### src/rtl/storm_pkg.sv
package storm_pkg;

    localparam int unsigned STORM_THRESHOLD_DEF = 10000;
    localparam int unsigned STORM_CLK_HZ_DEF    = 250_000_000;

    // Per-pin counter action chosen from one cycle of events
    typedef enum logic [1:0] {
        ACT_HOLD  = 2'd0,
        ACT_CLEAR = 2'd1,
        ACT_BUMP  = 2'd2,
        ACT_WRAP  = 2'd3
    } pin_act_e;

    typedef struct packed {
        logic now;   // immediate pass wanted
        logic late;  // threshold reached, defer
    } pin_verdict_t;

    function automatic int unsigned ticks_for(int unsigned hz, int unsigned per_second);
        return hz / per_second;
    endfunction

endpackage

### src/rtl/storm_pin_counter.sv
module storm_pin_counter
    import storm_pkg::*;
#(
    parameter int unsigned THRESHOLD = STORM_THRESHOLD_DEF,
    parameter int unsigned CNT_W     = $clog2(THRESHOLD)
) (
    input  logic             clk,
    input  logic             rst,
    input  logic             reassert_i,
    input  logic             idle_i,
    input  logic             wr_i,
    output pin_verdict_t     verdict_o,
    output logic [CNT_W-1:0] count_o
);

    localparam logic [CNT_W-1:0] LAST = CNT_W'(THRESHOLD - 1);

    pin_act_e act;

    always_comb begin
        act = ACT_HOLD;
        if (wr_i || idle_i) begin
            act = ACT_CLEAR;
        end else if (reassert_i) begin
            act = (count_o == LAST) ? ACT_WRAP : ACT_BUMP;
        end
    end

    always_comb begin
        verdict_o.now  = (act == ACT_BUMP) || (wr_i && reassert_i && !idle_i);
        verdict_o.late = (act == ACT_WRAP);
    end

    always_ff @(posedge clk) begin
        if (rst) begin
            count_o <= '0;
        end else begin
            case (act)
                ACT_CLEAR, ACT_WRAP: count_o <= '0;
                ACT_BUMP:            count_o <= count_o + CNT_W'(1);
                default:             count_o <= count_o;
            endcase
        end
    end

endmodule

### src/rtl/storm_defer_timer.sv
module storm_defer_timer #(
    parameter int unsigned DELAY_TICKS = 2_500_000,
    parameter int unsigned DLY_W       = $clog2(DELAY_TICKS + 1)
) (
    input  logic             clk,
    input  logic             rst,
    input  logic             tick_i,
    input  logic             req_i,
    output logic             armed_o,
    output logic [DLY_W-1:0] rem_o,
    output logic             fire_o
);

    logic expire;

    assign expire = armed_o && tick_i && (rem_o == DLY_W'(1));

    always_ff @(posedge clk) begin
        if (rst) begin
            armed_o <= 1'b0;
            rem_o   <= '0;
            fire_o  <= 1'b0;
        end else begin
            fire_o <= expire;
            if (req_i && (!armed_o || expire)) begin
                // a fixed delay is never earlier than a pending deadline,
                // so a request only arms an idle (or just-expired) timer
                armed_o <= 1'b1;
                rem_o   <= DLY_W'(DELAY_TICKS);
            end else if (expire) begin
                armed_o <= 1'b0;
                rem_o   <= '0;
            end else if (armed_o && tick_i) begin
                rem_o <= rem_o - DLY_W'(1);
            end
        end
    end

endmodule

### src/rtl/storm_throttle.sv
module storm_throttle
    import storm_pkg::*;
#(
    parameter int unsigned NUM_PINS    = 24,
    parameter int unsigned THRESHOLD   = STORM_THRESHOLD_DEF,
    parameter int unsigned DELAY_TICKS = ticks_for(STORM_CLK_HZ_DEF, 100)
) (
    input  logic                clk,
    input  logic                rst,
    input  logic [NUM_PINS-1:0] eoi_reassert_i,
    input  logic [NUM_PINS-1:0] eoi_idle_i,
    input  logic [NUM_PINS-1:0] entry_wr_i,
    input  logic                tick_i,
    output logic                redeliver_o,
    output logic                deferred_o
);

    localparam int unsigned CNT_W = $clog2(THRESHOLD);
    localparam int unsigned DLY_W = $clog2(DELAY_TICKS + 1);

    logic [NUM_PINS-1:0]       now_vec;
    logic [NUM_PINS-1:0]       late_vec;
    logic [NUM_PINS*CNT_W-1:0] pin_cnt_flat;
    logic                      tmr_armed;
    logic [DLY_W-1:0]          tmr_rem;

    for (genvar p = 0; p < NUM_PINS; p++) begin : g_pin
        pin_verdict_t v;
        storm_pin_counter #(
            .THRESHOLD (THRESHOLD),
            .CNT_W     (CNT_W)
        ) u_cnt (
            .clk        (clk),
            .rst        (rst),
            .reassert_i (eoi_reassert_i[p]),
            .idle_i     (eoi_idle_i[p]),
            .wr_i       (entry_wr_i[p]),
            .verdict_o  (v),
            .count_o    (pin_cnt_flat[p*CNT_W +: CNT_W])
        );
        assign now_vec[p]  = v.now;
        assign late_vec[p] = v.late;
    end

    always_ff @(posedge clk) begin
        if (rst) begin
            redeliver_o <= 1'b0;
        end else begin
            redeliver_o <= |now_vec;
        end
    end

    storm_defer_timer #(
        .DELAY_TICKS (DELAY_TICKS),
        .DLY_W       (DLY_W)
    ) u_tmr (
        .clk     (clk),
        .rst     (rst),
        .tick_i  (tick_i),
        .req_i   (|late_vec),
        .armed_o (tmr_armed),
        .rem_o   (tmr_rem),
        .fire_o  (deferred_o)
    );

endmodule

### config.mk
export PLATFORM = sky130hd
export DESIGN_NAME = storm_throttle
export DESIGN_NICKNAME = d
export VERILOG_FILES = /design/src/rtl/storm_pkg.sv /design/src/rtl/storm_pin_counter.sv /design/src/rtl/storm_defer_timer.sv /design/src/rtl/storm_throttle.sv
export SDC_FILE = /design/constraint.sdc
export NUM_CORES = 1
export LEC_CHECK = 0
export CORE_MARGIN = 1
export CORE_UTILIZATION = 50
export DETAILED_ROUTE_END_ITERATION = 10
export PLACE_DENSITY_LB_ADDON = 0.15
export SYNTH_ARGS = -nofsm -noshare
export SYNTH_HDL_FRONTEND = slang
export SYNTH_SLANG_ARGS = --single-unit
### constraint.sdc
create_clock -name clk -period 5.6 [get_ports clk]
set_input_delay 0.84 -clock clk [delete_from_list [all_inputs] [get_ports clk]]
set_output_delay 0.84 -clock clk [all_outputs]
set_load 0.01 [all_outputs]
==> impl_metrics.yaml, run 1 <==
worst_hold_path:
  whs_endpoint: "g_pin[23].u_cnt.count_o[13]"
  hold_start: "g_pin[23].u_cnt.count_o[13]"
  min_path_type: "register to register"
  worstHoldPathCells: 2
routing:
  drt-wirelength-per-cell_um: 14.77
  detailedRoute.firstIterationViolations: 833
  final_routed_wirelength_mm: 38.41
  drt-vias-per-instance: 5.565
  drt_first_pass_iters: 5
  drt.antenna.violating_nets: 0
  detail_route.drc_violations: 0
  route.vias.total: 14469
critical_path:
  critPathArrivalTime_ps: 3640
  path_max_fanout: 22
  worst-path-stages: 7
  critical-path-top-cell-by-count: "nand4_1"
  cp_data_required_time_ps: 5990
  worstPathCellList: "clkdlybuf4s50_1 -> nand4_1 -> nor4_1 -> a32oi_1 -> nand4_1 -> or4_4 -> a21oi_1"
  cp-end-kind: "register"
  regToRegEndpoint: "u_tmr.rem_o[19]"
  timing.critical_path.from_type: "input pin"
  cp_num_buf_inv: 1
  setup.reg_to_reg.worst_slack_ps: 2570
  cp_top_family: "simple AND/OR/NAND/NOR gates"
  slowest_stage: "nor4_1"
  cp_slowest_stage_delay_ps: 780
  worstReg2RegStart: "g_pin[15].u_cnt.count_o[0]"
  path_class: "input pin to register"
  rr_worst_depth: 7
clock_network:
  tritoncts: "yes"
  register_clock_pin_slew_on_the_reported_worst_setup_and_hold_paths_ps: 60
  cts.path.max_buffers: 3
  post_cts_resize_count: 0
  cts_hold_repair.buffers: 0
  clock_insertion_delay_worst_skew_ps: 550
  tritoncts_num_sinks: 361
  h-tree-depth: 2
  post-cts-setup-buffers: 0
  clock-root-buffer: "clkbuf_16"
  cts_buffers: 41
global_routing:
  grt_first_pass_wirelength_mm: 64.63
  global_route.usage.met1_pct: 29.52
  antenna_found_initial: 2
  grt_resource_usage_total_pct: 21.77
  global_route.usage.met3_pct: 4.174
  met2_usage_pct: 35.11
  grt_max_degree: 37
  globalRoute.busiestLayer: "met2"
  first_global_vias: 13445
  global_route.overflow_total: 0
pwr:
  vdd_ir_drop_max_v: 0.0002568
  power_per_cell_area_nw_per_um2: 276.9
  p_leak_nw: 6.628
timing:
  slew_viol_final: 0
  min_period_over_period_pct: 58.16
  max_slew_margin_pct: 34.29
  tightest_slew_ps: 981.1
  finalSetupTns_ps: 0
  finalHoldViolations: 0
  clock-skew-final_ps: 20.94
  final-setup-viol-count: 0
  rsz0062_at_grt: "false"
  postLayoutSetupSlackWorst_ps: 2343
  min_period_ps: 3257
  maxClockFrequency_mhz: 307.1
final_layout:
  flow.area_growth_from_synthesis_pct: 13.83
  post-route-util_pct: 58.14
  antenna-diode-count: 0
  finish.net_count: 2227
  drive_above_1_share_pct: 4.461
die:
  chipWidth_um: 187.5
  fp.dieH_um: 187.5
  floorplan.initialDensity_pct: 51.08
  die_area_sq_um: 35170
  placement_rows: 67
  coreArea_sq_um: 33700
  floorplan.io_pins: 77
synthesis:
  mappedNetlistArea_sq_um: 17210
  fraction_of_synthesis_flops_using_an_asynchronous_set_or_reset_pin_pct: 0
  synth_area_leaders: "dfxtp_1, xor2_1, nor2_1, xnor2_1, nand2_1"
  yosys_warnings: 0
  synth_commonest_cells: "nor2_1, dfxtp_1, nand2_1"
  synth-edff-count: 0
  synth_area_per_cell_sq_um: 8.323
  number_of_nets_produced_by_synthesis: 2169
  synthMostInstantiatedCell: "nor2_1"
  yosys.area.top_type: "dfxtp_1"
  synth-seq-cells: 361
  synth.lib_cells_used.distinct: 61
  post_synth_inst_count: 2068
  synth.top_cell.area_share_pct: 41.99
  synth_seq_area_share_pct: 41.99
  synth_ff_type: "dfxtp_1"
place:
  dp_hpwl_mm: 27.29
  place.gp.congestion: 0.8726
  port-buffer-count: 76
  pre_cts_slack_ps: 1744
run_status:
  status: "finished, final reports clean"
run:
  max_cap_violations: 0
## cell type report
| class | count | area [sq um] |
|---|---|---|
| Clock buffer | 56 | 1165 |
| Clock inverter | 13 | 148.9 |
| Fill cell | 3076 | 14110 |
| Inverter | 27 | 101.3 |
| Multi-Input combinational cell | 1616 | 9613 |
| Sequential cell | 361 | 7227 |
| Tap cell | 448 | 560.5 |
| Timing Repair Buffer | 79 | 778.2 |
## cells by family after synthesis
logic type,Yosys count,synth area share (%)
AO/OA/AOI/OAI,189,6.506
AND/OR/NAND/NOR,1111,32.59
XOR/XNOR,276,14.04
adder cells (fa/ha/maj),26,1.890
multiplexers,14,0.8141
flip-flops,361,41.99
buffers and inverters,91,2.166
## report_power, final
part / internal (mW) / switching [mW]
clock: 1.59 / 1.04
combinational: 0.0852 / 0.135
sequential: 2.58 / 0.00721
total: 4.25 / 1.18
## metrics by stage
step           power, mW  cell area [sq um]  hold slack [ps]  instances
3_3_place_gp       2.855              18280            465.3       2531
4_1_cts            5.495              19590            486.9       2600
6_report           5.426              19590            484.6       2600
3_5_place_dp       2.857              18280            476.0       2531
5_1_grt            5.626              19590            510.8       2600
2_1_floorplan      2.749              17210            452.2       2068
## flip-flops by register name (all words and copies together), names as in the netlist
| register | count |
|---|---|
| redeliver_o | 1 |
| u_tmr.fire_o | 1 |
| u_tmr.rem_o | 22 |
| g_pin.u_cnt.count_o | 336 |
| u_tmr.armed_o | 1 |
## routing by layer
layer	share of wire, %	up-vias	routed length (um)
li1	-	7353	-
met1	48	6784	18380
met2	45	269	17420
met3	5.0	61	1915
met4	1.8	2	680
met5	0.034	-	13
## placed cells by master, fill, tap and decap left out, types with 4 or more instances in the layout
master,instances
clkbuf_16,43
xor2_1,178
nand4_1,104
or4b_2,16
inv_1,26
nor2b_1,9
nand3b_1,8
ha_1,26
or4b_1,7
or2_2,6
and2_1,10
nor4_1,34
nand4b_1,5
dfxtp_1,361
nor3b_1,12
a21bo_1,6
nor4b_1,8
nor2_1,373
a32oi_1,5
a22oi_1,12
clkdlybuf4s50_1,75
or3_1,37
xnor2_1,98
and4_1,20
nand2_1,202
clkbuf_8,4
nand2b_1,9
nand3_1,92
mux2i_1,14
clkinv_2,7
or4_1,27
clkbuf_1,9
o22ai_1,12
a21oi_1,74
o21ai_0,51
a31oi_1,11
nor3_1,58
and3_1,60
## how the worst max path moves through the flow
stage / from / to
2_1_floorplan: eoi_reassert_i[10] / u_tmr.rem_o[10]
3_3_place_gp: eoi_reassert_i[15] / u_tmr.rem_o[19]
3_5_place_dp: eoi_reassert_i[15] / u_tmr.rem_o[19]
4_1_cts: eoi_reassert_i[15] / u_tmr.rem_o[2]
5_1_grt: eoi_reassert_i[15] / u_tmr.rem_o[2]
6_report: eoi_reassert_i[15] / u_tmr.rem_o[19]
## worst register-to-register path, delay by kind of cell (launching register included)
kind | cells | cell delay, ps
AOI/OAI and AO/OA | 2 | 460
adders and majority gates | 1 | 280
DFF | 1 | 390
and+or+nand+nor | 4 | 1770
Note: power is estimated with default switching activity, not from simulation.
==> inputs of run 2 (changes only) <==
==> constraint.sdc (replaced) <==
create_clock -name clk -period 3.1 [get_ports clk]
set_input_delay 0.465 -clock clk [delete_from_list [all_inputs] [get_ports clk]]
set_output_delay 0.465 -clock clk [all_outputs]
set_load 0.01 [all_outputs]
==> run 2 against run 1 <==
  * Combinational power is 91% higher
  * Sequential power is 81% higher
  * Setup slack got worse by 1800 ps
  * Clock-buffer cell count fell by 1
  * Sequential share of layout area fell by 0.76 points
  * Non-clock buffer count increased by 38
  * Hold slack lost 29 ps
  * Clock skew down 3.7 ps
  * Die area unchanged
  * Largest cell class unchanged
==> impl_metrics.yaml, run 2 (synthesized netlist as in run 1, its figures left out) <==
clock_network:
  clock_insertion_delay_worst_skew_ps: 530
  clock-root-buffer: "clkbuf_16"
  post-cts-setup-buffers: 0
  post_cts_resize_count: 0
  tritoncts: "yes"
  cts_buffers: 41
  tritoncts_num_sinks: 361
  cts.path.max_buffers: 3
  register_clock_pin_slew_on_the_reported_worst_setup_and_hold_paths_ps: 60
  h-tree-depth: 2
  cts_hold_repair.buffers: 0
final_layout:
  drive_above_1_share_pct: 6.424
  finish.net_count: 2265
  top_register_by_number_of_flip_flops: "g_pin.u_cnt.count_o"
  flow.area_growth_from_synthesis_pct: 16.23
  reg.largest.list: "g_pin.u_cnt.count_o x336, u_tmr.rem_o x22"
  most_used_cells_in_the_layout_excluding_fill_and_tap_cells: "nor2_1, dfxtp_1, nand2_1, xor2_1, nand4_1"
  num-fill-cells: 3073
  antenna-diode-count: 0
  layout_commonest_cell: "nor2_1"
  largest_reg_flops: 336
timing:
  rsz0062_at_grt: "false"
  fin_hold_ws_ps: 455.4
  finalHoldViolations: 0
  tightest_slew_ps: 682.6
  slew_viol_final: 0
  max_slew_margin_pct: 54.14
  min_period_over_period_pct: 83.99
  min_period_ps: 2604
  clock-skew-final_ps: 17.20
  finalSetupTns_ps: 0
  final-setup-viol-count: 0
  maxClockFrequency_mhz: 384.1
global_routing:
  global_route.overflow_total: 0
  first_global_vias: 13519
  grt_resource_usage_total_pct: 21.81
  grt_first_pass_wirelength_mm: 64.89
  antenna_found_initial: 0
  grt_max_degree: 64
routing:
  detailedRoute.firstIterationViolations: 792
  drt-wirelength-per-cell_um: 14.63
  drt_first_pass_iters: 5
  drt-vias-per-instance: 5.482
  detail_route.drc_violations: 0
  final_routed_wirelength_mm: 38.66
  route.vias.total: 14489
  drt.antenna.violating_nets: 0
worst_hold_path:
  worstHoldPathCells: 3
  min_path_type: "input pin to register"
critical_path:
  timing.critical_path.from_type: "register"
  cp_slowest_stage_delay_ps: 740
  cp_data_required_time_ps: 3510
  critical-path-top-cell-by-count: "nand4_1"
  path_max_fanout: 22
  worstPathCellList: "ha_1 -> nand4_1 -> nor4_1 -> a222oi_1 -> nand4_1 -> or4_4 -> a21bo_2"
  rr_worst_depth: 7
  slowest_stage: "or4_4"
  critPathArrivalTime_ps: 3010
  path_class: "register to register"
  cp-end-kind: "register"
pwr:
  power_per_cell_area_nw_per_um2: 508.4
  vdd_ir_drop_max_v: 0.0003402
  p_leak_nw: 6.883
place:
  place.gp.congestion: 0.8664
  dp_hpwl_mm: 28.20
  port-buffer-count: 76
die:
  placement_rows: 67
  floorplan.initialDensity_pct: 51.08
  chipWidth_um: 187.5
  floorplan.io_pins: 77
  coreArea_sq_um: 33700
  fp.dieH_um: 187.5
  die_area_sq_um: 35170
run_status:
  status: "finished, final reports clean"
run:
  max_cap_violations: 0
[run 2: cell types whose count changed in the layout (fill, tap and decap cells not counted), sizes merged]
| cell | previous run | this run |
|---|---|---|
| bufinv | 3 | 7 |
| clkinv | 8 | 10 |
| clkbuf | 56 | 55 |
| buf | 4 | 42 |
| inv | 27 | 28 |
| clkinvlp | 2 | 1 |
[run 2: area by class of cell]
cell class,count,area (sq um),share of cell area (%)
sequential,361,7227,36.12
multi-input combinational,1616,9613,48.05
clock inverter,19,280.3,1.401
inverter,27,101.3,0.5066
tap,448,560.5,2.802
clock buffer,55,1149,5.741
timing repair buffer,117,1076,5.378
[run 2: path summary, 6_finish.rpt]
| kind | slack, ps | from | endpoint |
|---|---|---|---|
| max | 500 | g_pin[17].u_cnt.count_o[0] | u_tmr.rem_o[21] |
| min | 460 | rst | u_tmr.fire_o |
| max reg2reg | 500 | g_pin[17].u_cnt.count_o[0] | u_tmr.rem_o[21] |
| min reg2reg | 490 | g_pin[12].u_cnt.count_o[13] | g_pin[12].u_cnt.count_o[13] |
[run 2: through the flow]
| step | setup slack, ps | cell area, sq um | util [%] | cells | power (mW) |
|---|---|---|---|---|---|
| final | 496.2 | 20010 | 59.37 | 2643 | 10.17 |
| after global routing | 341.2 | 20010 | 59.37 | 2643 | 10.55 |
| after CTS | 477.8 | 20010 | 59.37 | 2643 | 10.28 |
| after detailed placement | 123.5 | 18580 | 55.13 | 2569 | 5.186 |
| after global placement | 121.9 | 18580 | 55.13 | 2569 | 5.183 |
| after floorplan | 859.1 | 17210 | - | 2068 | 4.966 |
[run 2: where the power goes]
group	leakage [nW]	switching (mW)	internal [mW]	total, mW
sequential	2.91	0.0134	4.65	4.66
clock	0.707	1.90	3.18	5.09
combinational	3.27	0.241	0.179	0.420
[run 2: worst max-delay path, delay by kind of cell (launching register included)]
family	cells	cell delay, ps
DFF	1	330
and+or+nand+nor	4	1240
AOI/OAI and AO/OA	2	630
adders and majority gates	1	260
[run 2: routing by layer]
layer / GRT usage, % / vias up / wire length [um]
met4: 5.879 / 0 / 869
met2: 35.41 / 243 / 17320
met1: 29.76 / 6746 / 18570
li1: - / 7437 / -
met3: 3.856 / 63 / 1907
met5: 0 / - / 0
==> inputs of run 3 (changes only) <==
==> constraint.sdc (replaced) <==
create_clock -name clk -period 2.38 [get_ports clk]
set_input_delay 0.357 -clock clk [delete_from_list [all_inputs] [get_ports clk]]
set_output_delay 0.357 -clock clk [all_outputs]
set_load 0.01 [all_outputs]
==> run 3 against run 2 <==
  * Sequential share of layout area fell by 3.1 points
  * First-iteration DRC count up 15%
  * Hold slack got worse by 140 ps
  * Combinational power up 60%
  * Wire length grew 9.8%
  * Clock-buffer cell count is 3 higher
  * Maximum frequency grew 10%
  * Clock skew is 1.8 ps lower
  * Final cell count grew 8.0%
  * Non-clock buffer count rose by 208
  * Utilization rose by 5.7 points
==> impl_metrics.yaml, run 3 (synthesized netlist as in run 1, its figures left out) <==
clock_network:
  register_clock_pin_slew_on_the_reported_worst_setup_and_hold_paths_ps: 60
  tritoncts_num_sinks: 361
  clock_insertion_delay_worst_skew_ps: 540
  clock-root-buffer: "clkbuf_16"
  tritoncts: "yes"
  cts_hold_repair.buffers: 0
  cts_buffers: 41
  cts.path.max_buffers: 3
  h-tree-depth: 2
final_layout:
  post-route-util_pct: 65.06
  top_register_by_number_of_flip_flops: "g_pin.u_cnt.count_o"
  final_cells: 2855
  finish.net_count: 2476
  final_cell_area_sq_um: 21920
  drive_above_1_share_pct: 16.12
  reg.largest.list: "g_pin.u_cnt.count_o x336, u_tmr.rem_o x22"
  flow.area_growth_from_synthesis_pct: 27.38
  antenna-diode-count: 0
  largest_reg_flops: 336
  layout_commonest_cell: "nor2_1"
  most_used_cells_in_the_layout_excluding_fill_and_tap_cells: "nor2_1, dfxtp_1, buf_4, nand2_1, xor2_1"
critical_path:
  timing.critical_path.from_type: "register"
  cp_data_required_time_ps: 2810
  critPathArrivalTime_ps: 2790
  path_max_fanout: 6
  rr_worst_depth: 9
  cp-end-kind: "register"
  path_class: "register to register"
die:
  die_area_sq_um: 35170
  chipWidth_um: 187.5
  fp.dieH_um: 187.5
  floorplan.initialDensity_pct: 51.08
  floorplan.io_pins: 77
  placement_rows: 67
  coreArea_sq_um: 33700
timing:
  fin_hold_ws_ps: 314.2
  finalHoldViolations: 0
  postLayoutSetupSlackWorst_ps: 19.65
  min_period_over_period_pct: 99.17
  tightest_slew_ps: 586.5
  slew_viol_final: 0
  final-setup-viol-count: 0
  max_slew_margin_pct: 60.90
  clock-skew-final_ps: 15.37
  min_period_ps: 2360
  maxClockFrequency_mhz: 423.7
  rsz0062_at_grt: "true"
  finalSetupTns_ps: 0
routing:
  drt-wirelength-per-cell_um: 14.87
  route.vias.total: 15513
  drt.antenna.violating_nets: 0
  final_routed_wirelength_mm: 42.46
  drt_first_pass_iters: 5
  drt-vias-per-instance: 5.434
  detailedRoute.firstIterationViolations: 913
  detail_route.drc_violations: 0
global_routing:
  antenna_found_initial: 2
  grt_resource_usage_total_pct: 23.88
  global_route.overflow_total: 0
  grt_first_pass_wirelength_mm: 70.42
  first_global_vias: 14769
  grt_max_degree: 32
pwr:
  power_per_cell_area_nw_per_um2: 627.4
  vdd_ir_drop_max_v: 0.0005877
  p_leak_nw: 8.034
  total_power_mw: 13.76
place:
  dp.cells: 2772
  place.gp.congestion: 0.8889
  port-buffer-count: 76
  postPlaceCellArea_sq_um: 20110
  dp_hpwl_mm: 30.49
  pre_cts_slack_ps: -521.4
run_status:
  status: "finished, final reports clean"
worst_hold_path:
  min_path_type: "input pin to register"
  worstHoldPathCells: 2
run:
  max_cap_violations: 0
==> run 3: report_power, final <==
part           internal [mW]  switching (mW)  total (mW)
clock network           4.48            2.53        7.01
registers               6.06          0.0120        6.07
logic                  0.315           0.355       0.671
==> run 3: worst paths after layout <==
check / slack, ps / endpoint / startpoint
hold reg to reg: 490 / g_pin[12].u_cnt.count_o[13] / g_pin[12].u_cnt.count_o[13]
setup reg to reg: 20 / u_tmr.rem_o[5] / g_pin[3].u_cnt.count_o[1]
setup / recovery: 20 / u_tmr.rem_o[5] / g_pin[3].u_cnt.count_o[1]
hold / removal: 310 / g_pin[7].u_cnt.count_o[1] / rst
==> run 3: repair_timing <==
item | 4_1_cts | 5_1_grt
setup endpoints to repair | 23 | 23
gates cloned | 2 | 1
buffers inserted | 4 | 2
pin swaps | 9 | 10
gates resized for setup | 17 | 27
==> run 3: critical path, cell delays in order, from the launching register on <==
cell	delay [ps]
dfxtp_2	330
ha_2	180
nand4_1	130
nor4_2	80
buf_4	140
a32oi_2	180
buf_4	160
nand4_4	160
or4_4	660
a21bo_2	220
==> run 3: area by class of cell <==
class | count | area [sq um]
multi-input combinational | 1619 | 9846
inverter | 27 | 101.3
fill | 2881 | 11780
timing repair buffer | 325 | 2654
tap | 448 | 560.5
clock inverter | 17 | 297.8
sequential | 361 | 7233
clock buffer | 58 | 1232
==> run 3: routing by layer <==
metal	global-route usage, %	wire, um	up-vias
li1	-	-	7870
met3	4.136	2242	88
met2	39.19	19340	318
met5	0	13	-
met4	8.568	1333	2
met1	31.48	19540	7235
